--- src/rtl/dma_seq_pkg.sv ---
package dma_seq_pkg;
  typedef enum logic [1:0] {
    SZ_BYTE = 2'b00,
    SZ_WORD = 2'b01,
    SZ_LONG = 2'b10,
    SZ_LINE = 2'b11
  } unit_size_e;

  typedef enum logic [1:0] {
    ST_IDLE = 2'b00,
    ST_ARB  = 2'b01,
    ST_XFER = 2'b10
  } seq_state_e;

  localparam int unsigned INC_W      = 3;
  localparam int unsigned BEAT_W     = 2;
  localparam int unsigned LINE_BEATS = 4;
endpackage

--- src/rtl/dma_seq_decode.sv ---
module dma_seq_decode
  import dma_seq_pkg::*;
#(
  parameter int unsigned IW = INC_W,
  parameter int unsigned BW = BEAT_W
) (
  input  unit_size_e      size,
  output logic [1:0]      code,
  output logic [IW-1:0]   incr,
  output logic [BW-1:0]   last_beat
);
  always_comb begin
    code      = 2'b10;
    incr      = IW'(4);
    last_beat = '0;
    case (size)
      SZ_BYTE: begin code = 2'b00; incr = IW'(1); end
      SZ_WORD: begin code = 2'b01; incr = IW'(2); end
      SZ_LONG: begin code = 2'b10; incr = IW'(4); end
      SZ_LINE: begin
        code      = 2'b10;
        incr      = IW'(4);
        last_beat = BW'(LINE_BEATS - 1);
      end
      default: begin code = 2'b10; incr = IW'(4); end
    endcase
  end
endmodule

--- src/rtl/dma_seq_count.sv ---
module dma_seq_count #(
  parameter int unsigned CW = 16
) (
  input  logic          clk,
  input  logic          rst,
  input  logic          ld,
  input  logic [CW-1:0] ld_val,
  input  logic          dec,
  output logic [CW-1:0] cnt,
  output logic          is_zero,
  output logic          is_one
);
  logic [CW-1:0] cnt_q;

  always_ff @(posedge clk) begin
    if (rst) begin
      cnt_q <= '0;
    end else if (ld) begin
      cnt_q <= ld_val;
    end else if (dec && (cnt_q != '0)) begin
      cnt_q <= cnt_q - 1'b1;
    end
  end

  assign cnt     = cnt_q;
  assign is_zero = (cnt_q == '0);
  assign is_one  = (cnt_q == CW'(1));
endmodule

--- src/rtl/dma_seq_fsm.sv ---
module dma_seq_fsm
  import dma_seq_pkg::*;
#(
  parameter int unsigned BW = BEAT_W
) (
  input  logic          clk,
  input  logic          rst,
  input  logic          start,
  input  logic          bus_gnt,
  input  logic          acc_ready,
  input  logic          hold_bus,
  input  logic [BW-1:0] last_beat,
  input  logic          cnt_zero,
  input  logic          cnt_one,
  output logic          bus_req,
  output logic          acc_valid,
  output logic          eot,
  output logic          unit_done,
  output logic          idle
);
  seq_state_e    st_q;
  logic [BW-1:0] beat_q;
  logic          req_q, vld_q, eot_q;
  logic          beat_done;

  assign beat_done = (st_q == ST_XFER) && acc_ready;
  assign unit_done = beat_done && (beat_q == last_beat);

  always_ff @(posedge clk) begin
    if (rst) begin
      st_q   <= ST_IDLE;
      beat_q <= '0;
      req_q  <= 1'b0;
      vld_q  <= 1'b0;
      eot_q  <= 1'b0;
    end else begin
      eot_q <= 1'b0;
      case (st_q)
        ST_IDLE: begin
          if (start && !cnt_zero) begin
            st_q  <= ST_ARB;
            req_q <= 1'b1;
          end
        end
        ST_ARB: begin
          if (bus_gnt) begin
            st_q   <= ST_XFER;
            vld_q  <= 1'b1;
            beat_q <= '0;
          end
        end
        ST_XFER: begin
          if (beat_done) begin
            if (beat_q != last_beat) begin
              beat_q <= beat_q + 1'b1;
            end else if (cnt_one) begin
              st_q  <= ST_IDLE;
              req_q <= 1'b0;
              vld_q <= 1'b0;
              eot_q <= 1'b1;
            end else if (hold_bus) begin
              beat_q <= '0;
            end else begin
              st_q  <= ST_IDLE;
              req_q <= 1'b0;
              vld_q <= 1'b0;
            end
          end
        end
        default: begin
          st_q  <= ST_IDLE;
          req_q <= 1'b0;
          vld_q <= 1'b0;
        end
      endcase
    end
  end

  assign bus_req   = req_q;
  assign acc_valid = vld_q;
  assign eot       = eot_q;
  assign idle      = (st_q == ST_IDLE);
endmodule

--- src/rtl/dma_seq_top.sv ---
module dma_seq_top
  import dma_seq_pkg::*;
#(
  parameter int unsigned CNT_W = 16
) (
  input  logic             clk,
  input  logic             rst,
  input  logic             load,
  input  logic [CNT_W-1:0] load_cnt,
  input  logic [1:0]       cfg_size,
  input  logic             cfg_burst,
  input  logic             cfg_periph,
  input  logic             cfg_cnt_mode,
  input  logic             xfer_req,
  output logic             bus_req,
  input  logic             bus_gnt,
  output logic             acc_valid,
  output logic [1:0]       acc_size,
  output logic [INC_W-1:0] acc_incr,
  input  logic             acc_ready,
  output logic [CNT_W-1:0] cnt_left,
  output logic             eot
);
  unit_size_e        size_q;
  logic              hold_q;
  logic              idle, load_ok, unit_done, cnt_zero, cnt_one;
  logic [BEAT_W-1:0] last_beat;

  assign load_ok = load && idle;

  // Settings captured once per transfer; burst override resolved here.
  always_ff @(posedge clk) begin
    if (rst) begin
      size_q <= SZ_BYTE;
      hold_q <= 1'b0;
    end else if (load_ok) begin
      size_q <= unit_size_e'(cfg_size);
      hold_q <= cfg_burst && !(cfg_periph && !cfg_cnt_mode);
    end
  end

  dma_seq_decode #(.IW(INC_W), .BW(BEAT_W)) u_dec (
    .size      (size_q),
    .code      (acc_size),
    .incr      (acc_incr),
    .last_beat (last_beat)
  );

  dma_seq_count #(.CW(CNT_W)) u_cnt (
    .clk     (clk),
    .rst     (rst),
    .ld      (load_ok),
    .ld_val  (load_cnt),
    .dec     (unit_done),
    .cnt     (cnt_left),
    .is_zero (cnt_zero),
    .is_one  (cnt_one)
  );

  dma_seq_fsm #(.BW(BEAT_W)) u_fsm (
    .clk       (clk),
    .rst       (rst),
    .start     (xfer_req && !load),
    .bus_gnt   (bus_gnt),
    .acc_ready (acc_ready),
    .hold_bus  (hold_q),
    .last_beat (last_beat),
    .cnt_zero  (cnt_zero),
    .cnt_one   (cnt_one),
    .bus_req   (bus_req),
    .acc_valid (acc_valid),
    .eot       (eot),
    .unit_done (unit_done),
    .idle      (idle)
  );
endmodule

--- config.mk ---
export PLATFORM = sky130hd
export DESIGN_NAME = dma_seq_top
export DESIGN_NICKNAME = d
export VERILOG_FILES = /design/src/rtl/dma_seq_pkg.sv /design/src/rtl/dma_seq_decode.sv /design/src/rtl/dma_seq_count.sv /design/src/rtl/dma_seq_fsm.sv /design/src/rtl/dma_seq_top.sv
export SDC_FILE = /design/constraint.sdc
export NUM_CORES = 1
export LEC_CHECK = 0
export BUFFER_PORTS_ARGS = -buffer_cell sky130_fd_sc_hd__buf_2
export CELL_PAD_IN_SITES_DETAIL_PLACEMENT = 0
export CELL_PAD_IN_SITES_GLOBAL_PLACEMENT = 1
export CORE_ASPECT_RATIO = 1.2
export CORE_MARGIN = 2
export CORE_UTILIZATION = 37
export CTS_CLUSTER_SIZE = 16
export DETAILED_ROUTE_END_ITERATION = 8
export GPL_TIMING_DRIVEN = 0
export PLACE_DENSITY_LB_ADDON = 0.05
export SLEW_MARGIN = 20
export SYNTH_ARGS = -nofsm -noshare
export SYNTH_HDL_FRONTEND = slang
export SYNTH_HIERARCHICAL = 1
export SYNTH_SLANG_ARGS = --single-unit
--- constraint.sdc ---
create_clock -name clk -period 3.25 [get_ports clk]
set_clock_uncertainty 0.05 [all_clocks]
set_input_delay 0.1625 -clock clk [delete_from_list [all_inputs] [get_ports clk]]
set_output_delay 0.1625 -clock clk [all_outputs]
set_load 0.01 [all_outputs]
[Yosys cells after proc, flatten, opt, wreduce, memory -nomap -nowiden]
Cells that the tools add are included.
Storage, ports and cells
  flip-flop bits (word level): 26
  bits of input ports: 27
  output and inout bits: 24
Cells by class
  mux-type cells: 27
  equality and inequality tests: 15
  $add $sub $neg: 2
  bitwise operators: 4
  reduce and logical (&&, ||, !) cells: 24
Operators with widths (number)
  $mux 16: 2
  $mux 2: 12
  $reduce_and 5->1: 4
  $eq 16x1->1 const B: 1
  $logic_not 16->1: 1
  $reduce_bool 16->1: 1
  $sub 16x1->16 const B: 1
  $pmux 2 s3: 2
  $ne 3x3->1 const B: 3
  $pmux 3 s3: 1
  $logic_and 1x1->1: 8
  $mux 1: 7
  $eq 2x2->1 const B: 3
  $pmux 1 s3: 2
  $eq 2x1->1 const B: 2
  $logic_not 1->1: 4
  $logic_not 2->1: 2
  $ne 2x1->1 const B: 2
  $ne 2x2->1 const B: 2
  $not 1->1: 4
  $pmux 2 s2: 1
  $reduce_bool 2->1: 2
  $reduce_or 4->1: 1
  $add 2x1->2 const B: 1
  other kinds (3): 3

[Longest topological paths before layout]
  word-level depth: 7
  gate-level depth with buffers: 10

[By module]
Netlist, hierarchy kept.
By module, submodules not included
  dma_seq_count: cells each 122, area each 974.7 µm², times used 1
  dma_seq_fsm: cells each 48, area each 446.7 µm², times used 1
  dma_seq_top: cells each 16, area each 156.4 µm², times used 1
  dma_seq_decode: cells each 7, area each 42.5 µm², times used 1

[Worst setup path before layout]
No wires, ideal clock.
  path type: flip-flop to flip-flop
  from: register size_q[0]
  to: register u_cnt.cnt_q[6] (netlist: u_cnt/cnt[6])
  cell stages (with the launch flop): 11
  data required time: 3.122 ns
  path buffers: 1
  setup slack: 0.909 ns
  arrival time: 2.213 ns
  clock period less this slack: 2.341 ns
  cell sequence: dfxtp_1 > and2_1 > buf_4 > xor2_2 > nor2_2 > and3_2 > nand3b_1 > or4_1 > a211oi_1 > a211oi_1 > nor3_1
Between the ends
  word-level cells in the longest chain between the ends: 6
RTL lines
  from (decl): RTL line dma_seq_top.sv:24  | unit_size_e size_q;
  from (signal assigned): RTL line dma_seq_top.sv:37  | size_q <= unit_size_e'(cfg_size);
  $eq 2x2->1: RTL line dma_seq_decode.sv:16  | case (size)
  $mux 2: RTL line dma_seq_decode.sv:16
  net last_beat[0]: RTL line dma_seq_top.sv:27  | logic [BEAT_W-1:0] last_beat;
  $eq 2x2->1: RTL line dma_seq_fsm.sv:27  | assign unit_done = beat_done && (beat_q == last_beat);
  $logic_and 1x1->1: RTL line dma_seq_fsm.sv:27
  net unit_done: RTL line dma_seq_top.sv:26  | logic idle, load_ok, unit_done, cnt_zero, cnt_one;
  $logic_and 1x1->1: RTL line dma_seq_count.sv:20  | end else if (dec && (cnt_q != '0)) begin
  $reduce_bool 2->1 (no line)
  to (signal assigned): RTL line dma_seq_count.sv:19  | cnt_q <= ld_val;
  to (signal assigned): RTL line dma_seq_count.sv:21  | cnt_q <= cnt_q - 1'b1;
  to (decl): RTL line dma_seq_count.sv:13  | logic [CW-1:0] cnt_q;
The timed path passes the listed nets, and every way through them passes these cells.
A chain may end at the register's enable or synchronous reset.

[Worst setup path after layout]
Same ends and word-level chain as after synthesis.

==> key figures <==
Critical path
  – CP Class: reg2reg
  – CP endpoint kind: flop
  – Worst path top cell family by delay: simple AND/OR/NAND/NOR gates
  – Max Fanout on Critical Path: 9
  – CP Launch Type: flop
  – CP max stage delay: 0.52 ns
  – Most frequent CP cell: a211oi_1
  – Worst path cell trace: and2_1 > buf_4 > xor2_2 > nor2_2 > and3_2 > nand3b_1 > or4_1 > a211oi_1 > a211oi_1 > nor3_1
  – Buf+Inv Stages, Crit Path: 1
  – Worst Path Required: 3.40 ns
  – Crit path DAT: 2.87 ns
  – CP max-delay cell: or4_1

Timing
  – Fmax: 368 MHz
  – # setup viols final: 0
  – Final Hold Violating Endpoints: 0
  – Slew of the pin with the lowest slew margin: 0.562 ns
  – Unrepaired setup endpoints after global routing: false
  – Slew headroom: 0.622
  – Max-slew violations: 0
  – Time the worst path needs with I/O delays and setup: 2.72 ns
  – Setup TNS Final: 0 ns
  – Final worst path period share: 0.837

Clocking
  – Worst skew pair latency: 0.27 ns
  – Root Driver: clkbuf_8
  – Cts bufs inserted: 3
  – Worst-path clk slew: 0.09 ns
  – Clock sinks: 26
  – H-Tree Depth: 1
  – # resized after CTS: 0
  – Post-CTS Setup Bufs: 0
  – CTS Buffer Depth: 2
  – CTS tree: yes
  – # hold bufs at CTS: 0

Floorplan
  – Initial Util: 0.383
  – I/O pin cnt: 51
  – Cell Rows: 26
  – Core area: 0.00423 mm2
  – DIE WIDTH: 64.4 um
  – Die area: 0.00493 mm2
  – Die height: 76.5 um

Logic synthesis
  – Synthesized netlist cell count: 193
  – Sequential area share after synthesis: 0.321
  – Share of the synthesized area in the top cell type: 0.321
  – Netlist cell types: 48
  – #FFs+latches synth: 26
  – Synth Flop Type: dfxtp_1
  – Synth warnings: 6
  – Top-count cell post-synth: dfxtp_1
  – Most frequent cells after synthesis: 26 x dfxtp_1, 19 x nor2_1, 11 x nor3_1
  – Cell type with the highest aggregate area in the netlist: dfxtp_1
  – Mapped Area: 0.00162 mm2
  – Number of flops mapped to enable cells by yosys: 0
  – Asr flop ratio synth: 0
  – Dominant cells by area after synthesis: dfxtp_1 32%, xnor2_1 5.4%, a211oi_1 4.6%, nor2_1 4.4%, ha_1 3.9%
  – Mapped Nets: 225
  – Mean Syn Cell Area: 8.40 um2

Pwr
  – Net Sw Frac: 0.421
  – Pwr Density: 663 mW/mm2
  – Final Power: 1320 uW
  – Comb pwr share: 0.481
  – Clock Power Share: 0.159
  – Peak supply drop: 243 uV
  – Static leakage: 0.000822 uW
  – Reg power frac: 0.360
  – Psw: 557 uW
  – Internal power: 766 uW

Detailed routing
  – Antenna-violating nets left: 0
  – DRC: 0
  – Vias per cell: 5.19
  – Drt pass-1 iters: 5
  – Number of DRC markers in iteration 0: 83
  – DRT Wirelength: 4080 um
  – Via count: 1573
  – Wirelength per Cell: 13.5 um

Layout
  – Finished Layout Cells: 303
  – Ant. Diodes: 0
  – Layout cells sized above 1: 0.287
  – Final Core Density: 0.472
  – Layout Nets: 280
  – Layout area overhead: 23.2%

Place
  – RePlAce Congestion: 0.796
  – I/O Buffers: 50
  – Dpl cells: 299
  – Post-DP HPWL: 3170 um

Global routing
  – Largest net degree at the start of global routing: 15
  – Total track usage: 0.173
  – Number of global-route vias before repair: 1551
  – Initial antenna violation count: 0
  – Total gr overflow: 0
  – First-pass GRT wire length: 7000 um

Worst hold path
  – Min-delay worst type: in2reg

Run
  – Number of max-cap violations: 0

Status
  – Status: finished clean
## layout make-up
| type | count | area [um2] |
|---|---|---|
| plain buffers | 10 | 48.8 |
| clock buffers | 4 | 55.1 |
| fillers | 456 | 2230 |
| inverters | 11 | 41.3 |
| multi-input cells | 146 | 1010 |
| flip-flops and latches | 26 | 520 |
| well taps | 56 | 70.1 |
| repair buffers | 50 | 250 |
## power by group through the flow
stage	clock [uW]	combinational [uW]	sequential, uW
detailed placement	0	640	483
finish	210	636	476
CTS	221	644	476
global route	234	712	489
global placement	0	643	484
floorplan	0	432	492
## placed cells by master (no fill, tap or decap), types with 3 or more instances in the layout
master    Yosys  final
a211oi_1     10     10
a21oi_1       9      9
a311oi_1      3      3
a31oi_1       3      3
buf_2         0     50
buf_4         3      3
clkbuf_1      7      7
clkbuf_8      0      4
dfxtp_1      26     26
ha_1          5      5
inv_1        10     10
nand2_1       7      7
nand2b_1      7      7
nand3_1       3      3
nor2_1       19     19
nor2b_1       3      3
nor3_1       11     11
nor4_1       10     10
o21ai_0       5      5
or3_1         7      7
xnor2_1      10     10
## metal layers
metal,share of wire,GRT usage,vias up
met5,0,0,-
met4,0.0066,0.0383,0
met3,0.034,0.0236,4
met2,0.51,0.314,32
met1,0.45,0.214,725
li1,-,-,812
## logic make-up (layout without fill, tap and decap cells)
kind of cell,count (synthesis),in the layout,synth area share
flip-flops,26,26,0.321
XOR/XNOR,12,12,0.0741
AND/OR/NAND/NOR,85,85,0.307
adder cells (fa/ha/maj),5,5,0.0386
AO/OA/AOI/OAI,44,44,0.203
buffers and inverters,21,75,0.0556
## sequential cells by signal (all words and copies together) (netlist names)
name	count
u_fsm/acc_valid	1
hold_q	1
u_fsm/st_q	2
u_fsm/bus_req	1
u_fsm/beat_q	2
size_q	2
u_cnt/cnt	16
u_fsm/eot	1
## metrics by stage
step	area (um2)	hold slack [ns]	setup WS, ns
3_3_place_gp	1940	0.367	0.533
4_1_cts	2000	0.0771	0.539
3_5_place_dp	1940	0.375	0.536
6_report	2000	0.0834	0.529
5_1_grt	2000	0.0804	0.306
2_1_floorplan	1620	0.182	0.909
## worst min-delay path: cells and delay by family
kind                   cells  cell delay (ns)
AOI/OAI and AO/OA          1             0.05
and+or+nand+nor            1             0.05
buffers and inverters      1             0.10
## worst paths after layout
| path | start | end | slack [ns] | cells past startpoint |
|---|---|---|---|---|
| min reg2reg | u_fsm/acc_valid$_SDFFE_PP0P_ | u_fsm/acc_valid$_SDFFE_PP0P_ | 0.42 | 2 |
| max | size_q[0]$_SDFFE_PP0P_ | u_cnt/cnt[6]$_SDFFE_PP0P_ | 0.53 | 10 |
| max reg2reg | size_q[0]$_SDFFE_PP0P_ | u_cnt/cnt[6]$_SDFFE_PP0P_ | 0.53 | 10 |
| min | cfg_size[1] | size_q[1]$_SDFFE_PP0P_ | 0.08 | 3 |
Power figures use the tool's default switching activity.
